[src/rtl/ilf_pkg.sv]
package ilf_pkg;

   typedef enum logic [2:0] {
      TS_RUN        = 3'd0,
      TS_WAIT_RETRY = 3'd1,
      TS_WAIT_RSP   = 3'd2,
      TS_DONE       = 3'd3,
      TS_BLOCKED    = 3'd4
   } thr_state_e;

   localparam int unsigned STATE_W = 3;

endpackage

[src/rtl/ilf_thread_ctx.sv]
module ilf_thread_ctx
   import ilf_pkg::*;
#(
   parameter int ADDR_W = 32,
   parameter int DATA_W = 512,
   parameter int TAG_W  = 4
) (
   input  logic              clk,
   input  logic              rst_n,
   input  logic              squash_i,
   input  logic              stall_i,
   input  logic              rsp_take_i,
   input  logic [DATA_W-1:0] rsp_data_i,
   input  logic              resend_ok_i,
   input  logic              miss_i,
   input  logic              miss_sent_i,
   input  logic [ADDR_W-1:0] miss_addr_i,
   input  logic              hit_i,
   output thr_state_e        state_o,
   output logic              line_valid_o,
   output logic [ADDR_W-1:0] line_addr_o,
   output logic [DATA_W-1:0] line_data_o,
   output logic [TAG_W-1:0]  seq_o
);

   always_ff @(posedge clk) begin
      if (!rst_n) begin
         state_o      <= TS_RUN;
         line_valid_o <= 1'b0;
         line_addr_o  <= '0;
         line_data_o  <= '0;
         seq_o        <= '0;
      end else if (squash_i) begin
         state_o <= TS_RUN;
      end else if (rsp_take_i) begin
         line_data_o  <= rsp_data_i;
         line_valid_o <= 1'b1;
         state_o      <= stall_i ? TS_BLOCKED : TS_DONE;
      end else if (resend_ok_i) begin
         state_o <= TS_WAIT_RSP;
      end else if (miss_i) begin
         line_addr_o  <= miss_addr_i;
         line_valid_o <= 1'b0;
         seq_o        <= seq_o + TAG_W'(1);
         state_o      <= miss_sent_i ? TS_WAIT_RSP : TS_WAIT_RETRY;
      end else if (hit_i) begin
         state_o <= TS_RUN;
      end else if (state_o == TS_BLOCKED && !stall_i) begin
         state_o <= TS_RUN;
      end
   end

endmodule

[src/rtl/ilf_retry_slot.sv]
module ilf_retry_slot #(
   parameter int TID_W  = 1,
   parameter int ADDR_W = 32,
   parameter int TAG_W  = 4
) (
   input  logic              clk,
   input  logic              rst_n,
   input  logic              load_i,
   input  logic [TID_W-1:0]  load_tid_i,
   input  logic [ADDR_W-1:0] load_addr_i,
   input  logic [TAG_W-1:0]  load_tag_i,
   input  logic              release_i,
   input  logic              retry_empty_i,
   output logic              full_o,
   output logic [TID_W-1:0]  tid_o,
   output logic [ADDR_W-1:0] addr_o,
   output logic [TAG_W-1:0]  tag_o,
   output logic              blocked_o
);

   always_ff @(posedge clk) begin
      if (!rst_n) begin
         full_o    <= 1'b0;
         tid_o     <= '0;
         addr_o    <= '0;
         tag_o     <= '0;
         blocked_o <= 1'b0;
      end else if (load_i) begin
         full_o    <= 1'b1;
         tid_o     <= load_tid_i;
         addr_o    <= load_addr_i;
         tag_o     <= load_tag_i;
         blocked_o <= 1'b1;
      end else if (release_i) begin
         full_o    <= 1'b0;
         blocked_o <= 1'b0;
      end else if (retry_empty_i) begin
         blocked_o <= 1'b0;
      end
   end

endmodule

[src/rtl/ilf_line_fetch.sv]
module ilf_line_fetch
   import ilf_pkg::*;
#(
   parameter int NUM_THR       = 2,
   parameter int ADDR_W        = 32,
   parameter int LINE_BYTES    = 64,
   parameter int TAG_W         = 4,
   parameter int CNT_W         = 16,
   parameter int SNOOP_ACK_LAT = 1,
   localparam int TID_W  = $clog2(NUM_THR),
   localparam int DATA_W = LINE_BYTES * 8
) (
   input  logic                     clk,
   input  logic                     rst_n,
   input  logic                     fetch_req_i,
   input  logic [TID_W-1:0]         fetch_tid_i,
   input  logic [ADDR_W-1:0]        fetch_pc_i,
   input  logic                     fetch_phys_i,
   input  logic                     irq_pend_i,
   input  logic [NUM_THR-1:0]       stall_i,
   input  logic [NUM_THR-1:0]       squash_i,
   output logic                     fetch_hit_o,
   output logic                     mem_req_valid_o,
   input  logic                     mem_req_ready_i,
   output logic [TID_W-1:0]         mem_req_tid_o,
   output logic [ADDR_W-1:0]        mem_req_addr_o,
   output logic [TAG_W-1:0]         mem_req_tag_o,
   input  logic                     mem_retry_i,
   input  logic                     mem_rsp_valid_i,
   input  logic [TID_W-1:0]         mem_rsp_tid_i,
   input  logic [TAG_W-1:0]         mem_rsp_tag_i,
   input  logic [DATA_W-1:0]        mem_rsp_data_i,
   input  logic                     snoop_valid_i,
   output logic                     snoop_ack_o,
   input  logic [TID_W-1:0]         rd_tid_i,
   output logic                     rd_valid_o,
   output logic [ADDR_W-1:0]        rd_addr_o,
   output logic [DATA_W-1:0]        rd_data_o,
   output logic [STATE_W*NUM_THR-1:0] thr_state_o,
   output logic                     cache_blocked_o,
   output logic [CNT_W-1:0]         drop_cnt_o
);

   localparam int OFS_W = $clog2(LINE_BYTES);

   // Elaboration-time parameter checks
   if (NUM_THR < 2 || (NUM_THR & (NUM_THR - 1)) != 0) begin : g_bad_thr
      $error("NUM_THR must be a power of two of at least 2");
   end
   if (LINE_BYTES < 4 || (LINE_BYTES & (LINE_BYTES - 1)) != 0) begin : g_bad_line
      $error("LINE_BYTES must be a power of two of at least 4");
   end
   if (ADDR_W <= OFS_W) begin : g_bad_addr
      $error("ADDR_W must exceed the line offset width");
   end
   if (TAG_W < 2) begin : g_bad_tag
      $error("TAG_W must be at least 2");
   end
   if (SNOOP_ACK_LAT > 1 || SNOOP_ACK_LAT < 0) begin : g_bad_snoop
      $error("SNOOP_ACK_LAT must be 0 or 1");
   end

   // Per-thread context views
   thr_state_e         st   [NUM_THR];
   logic               lv   [NUM_THR];
   logic [ADDR_W-1:0]  la   [NUM_THR];
   logic [DATA_W-1:0]  ld   [NUM_THR];
   logic [TAG_W-1:0]   sq   [NUM_THR];

   // Retry slot view
   logic               slot_full;
   logic [TID_W-1:0]   slot_tid;
   logic [ADDR_W-1:0]  slot_addr;
   logic [TAG_W-1:0]   slot_tag;
   logic               slot_blocked;

   // Fetch decision
   logic [ADDR_W-1:0]  pc_line;
   thr_state_e         cur_st;
   logic               eligible;
   logic               look_hit;
   logic               look_miss;
   logic               resend;
   logic [TAG_W-1:0]   next_tag;
   logic               rsp_ok;
   logic               slot_release;

   assign pc_line  = {fetch_pc_i[ADDR_W-1:OFS_W], {OFS_W{1'b0}}};
   assign cur_st   = st[fetch_tid_i];
   assign next_tag = sq[fetch_tid_i] + TAG_W'(1);

   assign eligible = fetch_req_i
                   && !slot_blocked
                   && !(irq_pend_i && !fetch_phys_i)
                   && !squash_i[fetch_tid_i]
                   && (cur_st == TS_RUN || cur_st == TS_DONE);

   assign look_hit  = eligible && lv[fetch_tid_i] && (la[fetch_tid_i] == pc_line);
   assign look_miss = eligible && !look_hit;

   assign resend = mem_retry_i && slot_full && !squash_i[slot_tid];

   assign fetch_hit_o     = look_hit;
   assign mem_req_valid_o = resend || look_miss;
   assign mem_req_tid_o   = resend ? slot_tid  : fetch_tid_i;
   assign mem_req_addr_o  = resend ? slot_addr : pc_line;
   assign mem_req_tag_o   = resend ? slot_tag  : next_tag;

   assign rsp_ok = mem_rsp_valid_i
                && (st[mem_rsp_tid_i] == TS_WAIT_RSP)
                && (mem_rsp_tag_i == sq[mem_rsp_tid_i])
                && !squash_i[mem_rsp_tid_i];

   assign slot_release = (slot_full && squash_i[slot_tid])
                      || (resend && mem_req_ready_i);

   for (genvar t = 0; t < NUM_THR; t++) begin : g_thr
      logic sel_fetch;
      logic sel_rsp;
      logic sel_slot;

      assign sel_fetch = (fetch_tid_i == TID_W'(t));
      assign sel_rsp   = (mem_rsp_tid_i == TID_W'(t));
      assign sel_slot  = (slot_tid == TID_W'(t));

      ilf_thread_ctx #(
         .ADDR_W (ADDR_W),
         .DATA_W (DATA_W),
         .TAG_W  (TAG_W)
      ) u_ctx (
         .clk          (clk),
         .rst_n        (rst_n),
         .squash_i     (squash_i[t]),
         .stall_i      (stall_i[t]),
         .rsp_take_i   (rsp_ok && sel_rsp),
         .rsp_data_i   (mem_rsp_data_i),
         .resend_ok_i  (resend && mem_req_ready_i && sel_slot),
         .miss_i       (look_miss && sel_fetch),
         .miss_sent_i  (mem_req_ready_i),
         .miss_addr_i  (pc_line),
         .hit_i        (look_hit && sel_fetch),
         .state_o      (st[t]),
         .line_valid_o (lv[t]),
         .line_addr_o  (la[t]),
         .line_data_o  (ld[t]),
         .seq_o        (sq[t])
      );

      assign thr_state_o[t*STATE_W +: STATE_W] = st[t];
   end

   ilf_retry_slot #(
      .TID_W  (TID_W),
      .ADDR_W (ADDR_W),
      .TAG_W  (TAG_W)
   ) u_slot (
      .clk           (clk),
      .rst_n         (rst_n),
      .load_i        (look_miss && !mem_req_ready_i),
      .load_tid_i    (fetch_tid_i),
      .load_addr_i   (pc_line),
      .load_tag_i    (next_tag),
      .release_i     (slot_release),
      .retry_empty_i (mem_retry_i && !slot_full),
      .full_o        (slot_full),
      .tid_o         (slot_tid),
      .addr_o        (slot_addr),
      .tag_o         (slot_tag),
      .blocked_o     (slot_blocked)
   );

   assign cache_blocked_o = slot_blocked;

   // Discarded-response counter
   always_ff @(posedge clk) begin
      if (!rst_n) begin
         drop_cnt_o <= '0;
      end else if (mem_rsp_valid_i && !rsp_ok) begin
         drop_cnt_o <= drop_cnt_o + CNT_W'(1);
      end
   end

   // Snoop acknowledge, combinational or registered
   if (SNOOP_ACK_LAT == 0) begin : g_snoop_comb
      assign snoop_ack_o = snoop_valid_i;
   end else begin : g_snoop_reg
      always_ff @(posedge clk) begin
         if (!rst_n) snoop_ack_o <= 1'b0;
         else        snoop_ack_o <= snoop_valid_i;
      end
   end

   // Buffer readout
   assign rd_valid_o = lv[rd_tid_i];
   assign rd_addr_o  = la[rd_tid_i];
   assign rd_data_o  = ld[rd_tid_i];

endmodule

[config.mk]
export PLATFORM = sky130hd
export DESIGN_NAME = ilf_line_fetch
export DESIGN_NICKNAME = d
export VERILOG_FILES = /design/src/rtl/ilf_pkg.sv /design/src/rtl/ilf_thread_ctx.sv /design/src/rtl/ilf_retry_slot.sv /design/src/rtl/ilf_line_fetch.sv
export SDC_FILE = /design/constraint.sdc
export NUM_CORES = 2
export LEC_CHECK = 0
export BUFFER_PORTS_ARGS = -buffer_cell sky130_fd_sc_hd__buf_2
export CAP_MARGIN = 5
export CORE_AREA = 5 5 457 459
export CTS_BUF_LIST = sky130_fd_sc_hd__clkbuf_8
export DETAILED_ROUTE_END_ITERATION = 10
export DIE_AREA = 0 0 462 464
export HOLD_SLACK_MARGIN = 0.03
export SLEW_MARGIN = 20
export SYNTH_ARGS = -nofsm -noshare
export SYNTH_HDL_FRONTEND = slang
export SYNTH_SLANG_ARGS = --single-unit
[constraint.sdc]
create_clock -name clk -period 6.9 [get_ports clk]
set_input_delay 1.035 -clock clk [delete_from_list [all_inputs] [get_ports clk]]
set_output_delay 1.035 -clock clk [all_outputs]
set_load 0.05 [all_outputs]
==> impl_results.md <==
* CTS Buf Count at around 200
* Initial antenna violation count at approximately 110
* Largest area contributor in the synthesized netlist: dfxtp_1
* Max Slew Vio Count at 0
* R2r worst-path depth at 8
* Unrepaired setup endpoints after global routing: no
* Most frequent cells in the layout: nand2_1, buf_2, dfxtp_1
* R2R setup slack at approximately 3.3 ns
* DRC viols at 0
* Synth Flop Type: dfxtp_1
* Reg2reg start: g_thr[1].u_ctx.state_o[1]$_SDFFE_PP0P_
* Worst Setup End Kind: output port
* Die Wd at ~460 microns
* Final Hold Viols at 0
* Worst reg2reg endpoint: g_thr[0].u_ctx.line_data_o[185]$_SDFFE_PN0P_
* CTS max path bufs at 3
* Drt first-iter violations at roughly 3,500
* Commonest non-fill, non-tap cell in the layout: nand2_1
* Int Pwr at about 10 mW
* Mean Syn Cell Area at slightly above 8 sq um
* Post-CTS Setup Inserts at 0
* Row cnt at 166
* Post-synthesis cell count at about 5,700
* First-pass GRT wire length at about 280 mm
* Clock latency on the worst-skew pair at roughly 0.94 ns
* Fillers at approximately 22,000
* Switching portion of total power at between 20% and 30%
* Multi-input logic area at between 20,000 and 25,000 sq um
* Reg clk slew, reported paths at roughly 0.06 ns
* Register area share after synthesis at between 40% and 50%
* Clk_skew at about 0.05 ns
* Gpl congestion at 0.879
* Via count at around 44,000
* Synth warn at 0
* Vias per cell at ~4.6
* Register area at ~23,000 sq um
* Die Span Y at ~460 microns
* Sinks on Clock Net at 1,142
* Unique masters post-synth at between 50 and 60
* Top Ports at 1,172
* TNS Setup at 0 ns
* Final Non-Filler Cells at approximately 9,600
* Static Leak at about 24 nW
* Area Overhead vs Synth at 25.9%
* Worst setup path endpoint: mem_req_valid_o
* Final Total Pwr at around 14 mW
* Vias in the first global route at between 40,000 and 50,000
* Least-Margin Pin Slew at between 1 and 1.5 ns
* Layout net count at just over 7,000
* Largest net degree at the start of global routing at roughly 220
* Post-cts resize count at 0
* Hold WC Path Type: in2reg
* Global-route usage over all layers at ~17%
* Max_slew headroom at approximately 17%
* Post-DP HPWL at approximately 140 mm
* Core box area at between 200,000 and 250,000 sq um
* Clock power share at a little under half
* Post-synth top area share at about half
* Post-synth EDFFs at 0
* Final period utilization at 69.6%
* Critical path startpoint: fetch_tid_i
* Detail Route Antenna Nets at 0
* Detailed Route WL at between 150 and 200 mm
* Status: finished clean
* Seq cells post-synth at around 1,100
* CTS tree: done
* Die ar. at ~210,000 sq um
* Combinational share of power at between 4 and 5%
* Root buffer cell: clkbuf_8
* Number of buffers added on ports at between 1,000 and 1,500
* Post-Syn Area at between 40,000 and 50,000 sq um
* Worst EP arrival at 3.77 ns
* Crit path kind: in2out
* Final setup viols at 0
* Share of layout cells above drive strength 1 at a little over 30%
* Utilization after layout at 29.2%
* VDD IR max at slightly below 0.2 mV
* Htree depth at 4
* DR WL/cell at roughly 21 microns
* Total global routing overflow at 0
* Psw at around 3.5 mW
* Pwr/cell area at between 200 and 250 nW/um^2
* Critical path required time at ~5.9 ns
* DP Cell Count at approximately 9,200
* Fmax at 208 MHz
* Initial Utilization at 23.2%
* Fin crit period at 4.80 ns
* Synth top area cells: dfxtp_1, nand2_1, mux2_2
* Sequential power share at between 40 and 50%
* Number of max-cap violations at 0
* Ys async rst share at 0%
* DR pass1 iterations at 6
* Crit start category: input pin
* Worst-path fanout max at 24
* Hold-fix buffers at CTS at 0
## per-layer routing
| metal | share of wire [%] | GRT usage (%) | vias up |
|---|---|---|---|
| met5 | 0.14 | 0 | - |
| met4 | 4.0 | 7.79 | 40 |
| met3 | 12 | 7.76 | 367 |
| met2 | 44 | 26.4 | 1815 |
| met1 | 40 | 20.8 | 20920 |
| li1 | - | - | 20809 |
## logic make-up after synthesis
| logic type | Yosys count | share of synthesized area [%] |
|---|---|---|
| xor+xnor | 48 | 0.889 |
| fa+ha+maj | 4 | 0.106 |
| flops | 1142 | 48.4 |
| mux | 660 | 15.5 |
| buf+inv | 463 | 4.82 |
| simple gates | 2267 | 18.5 |
| compound gates | 1104 | 11.8 |
| other cells | 1 | 0.00793 |
## final cells by class
class / instances / area share [%]
diodes: 60 / 0.252
clock buffers: 253 / 5.85
clock inverters: 104 / 1.39
inverters: 9 / 0.0694
multi-input cells: 4095 / 37.3
flip-flops and latches: 1142 / 38.4
well taps: 2688 / 5.65
repair buffers: 1217 / 11.1
## metrics by stage
stage	instance area [sq um]	hold slack [ns]	setup slack, ns
6_report	59500	0.322	2.10
2_1_floorplan	47300	0.433	2.67
3_3_place_gp	55100	0.438	2.11
5_1_grt	59500	0.195	1.94
4_1_cts	59400	0.143	2.07
3_5_place_dp	55100	0.443	2.06
## how the worst min path moves through the flow
stage	slack (ns)	start	depth (start not counted)	end
2_1_floorplan	0.43	g_thr[1].u_ctx.line_data_o[0]$_SDFFE_PN0P_	2	g_thr[1].u_ctx.line_data_o[0]$_SDFFE_PN0P_
3_3_place_gp	0.44	g_thr[1].u_ctx.line_data_o[65]$_SDFFE_PN0P_	2	g_thr[1].u_ctx.line_data_o[65]$_SDFFE_PN0P_
3_5_place_dp	0.44	g_thr[1].u_ctx.line_data_o[353]$_SDFFE_PN0P_	2	g_thr[1].u_ctx.line_data_o[353]$_SDFFE_PN0P_
4_1_cts	0.14	mem_rsp_data_i[461]	3	g_thr[0].u_ctx.line_data_o[461]$_SDFFE_PN0P_
5_1_grt	0.20	snoop_valid_i	2	snoop_ack_o$_SDFF_PN0_
6_report	0.32	snoop_valid_i	2	snoop_ack_o$_SDFF_PN0_
## synth_stat cells, types with 2 or more instances
master and instances:
xnor2_1 37, nand4_1 4, mux2_2 570, nand2b_1 5, nand2_1 2150, nor2_1 20, and3_1 5, a211oi_1 2
inv_1 8, or4_1 5, buf_1 3, dfxtp_1 1142, nand3b_1 2, buf_6 11, buf_2 69, nor3_1 5
buf_4 99, nand3_1 46, xor2_1 11, o31a_1 2, nor2_4 2, or3b_2 2, ha_1 4, o21ai_0 40
clkbuf_1 272, nor4_1 7, mux2i_1 90, or3_1 4, o31ai_1 6, and2_1 3, a21oi_1 1041
## power by group through the flow
stage | Sequential [mW] | Clock (mW) | Combinational, mW
6_report | 6.62 | 6.67 | 0.670
2_1_floorplan | 6.77 | 0 | 0.340
4_1_cts | 6.62 | 6.89 | 0.672
3_5_place_dp | 6.76 | 0 | 0.670
5_1_grt | 6.62 | 7.17 | 0.714
3_3_place_gp | 6.76 | 0 | 0.659
## state kept, by name, summed over array words and instances (netlist names), 2 cells and up
name	count
g_thr.u_ctx.state_o	6
g_thr.u_ctx.line_valid_o	2
g_thr.u_ctx.seq_o	8
drop_cnt_o	16
u_slot.addr_o	26
g_thr.u_ctx.line_data_o	1024
u_slot.tag_o	4
g_thr.u_ctx.line_addr_o	52
## worst max-delay path: stages
cell,delay (ns)
buf_2,0.56
buf_4,0.42
mux2i_1,0.27
xnor2_1,0.11
a2111oi_2,0.54
nand3_1,0.24
o21bai_1,0.22
nand2_1,0.08
buf_2,0.27
No activity file was read; power rests on OpenSTA's default activity.
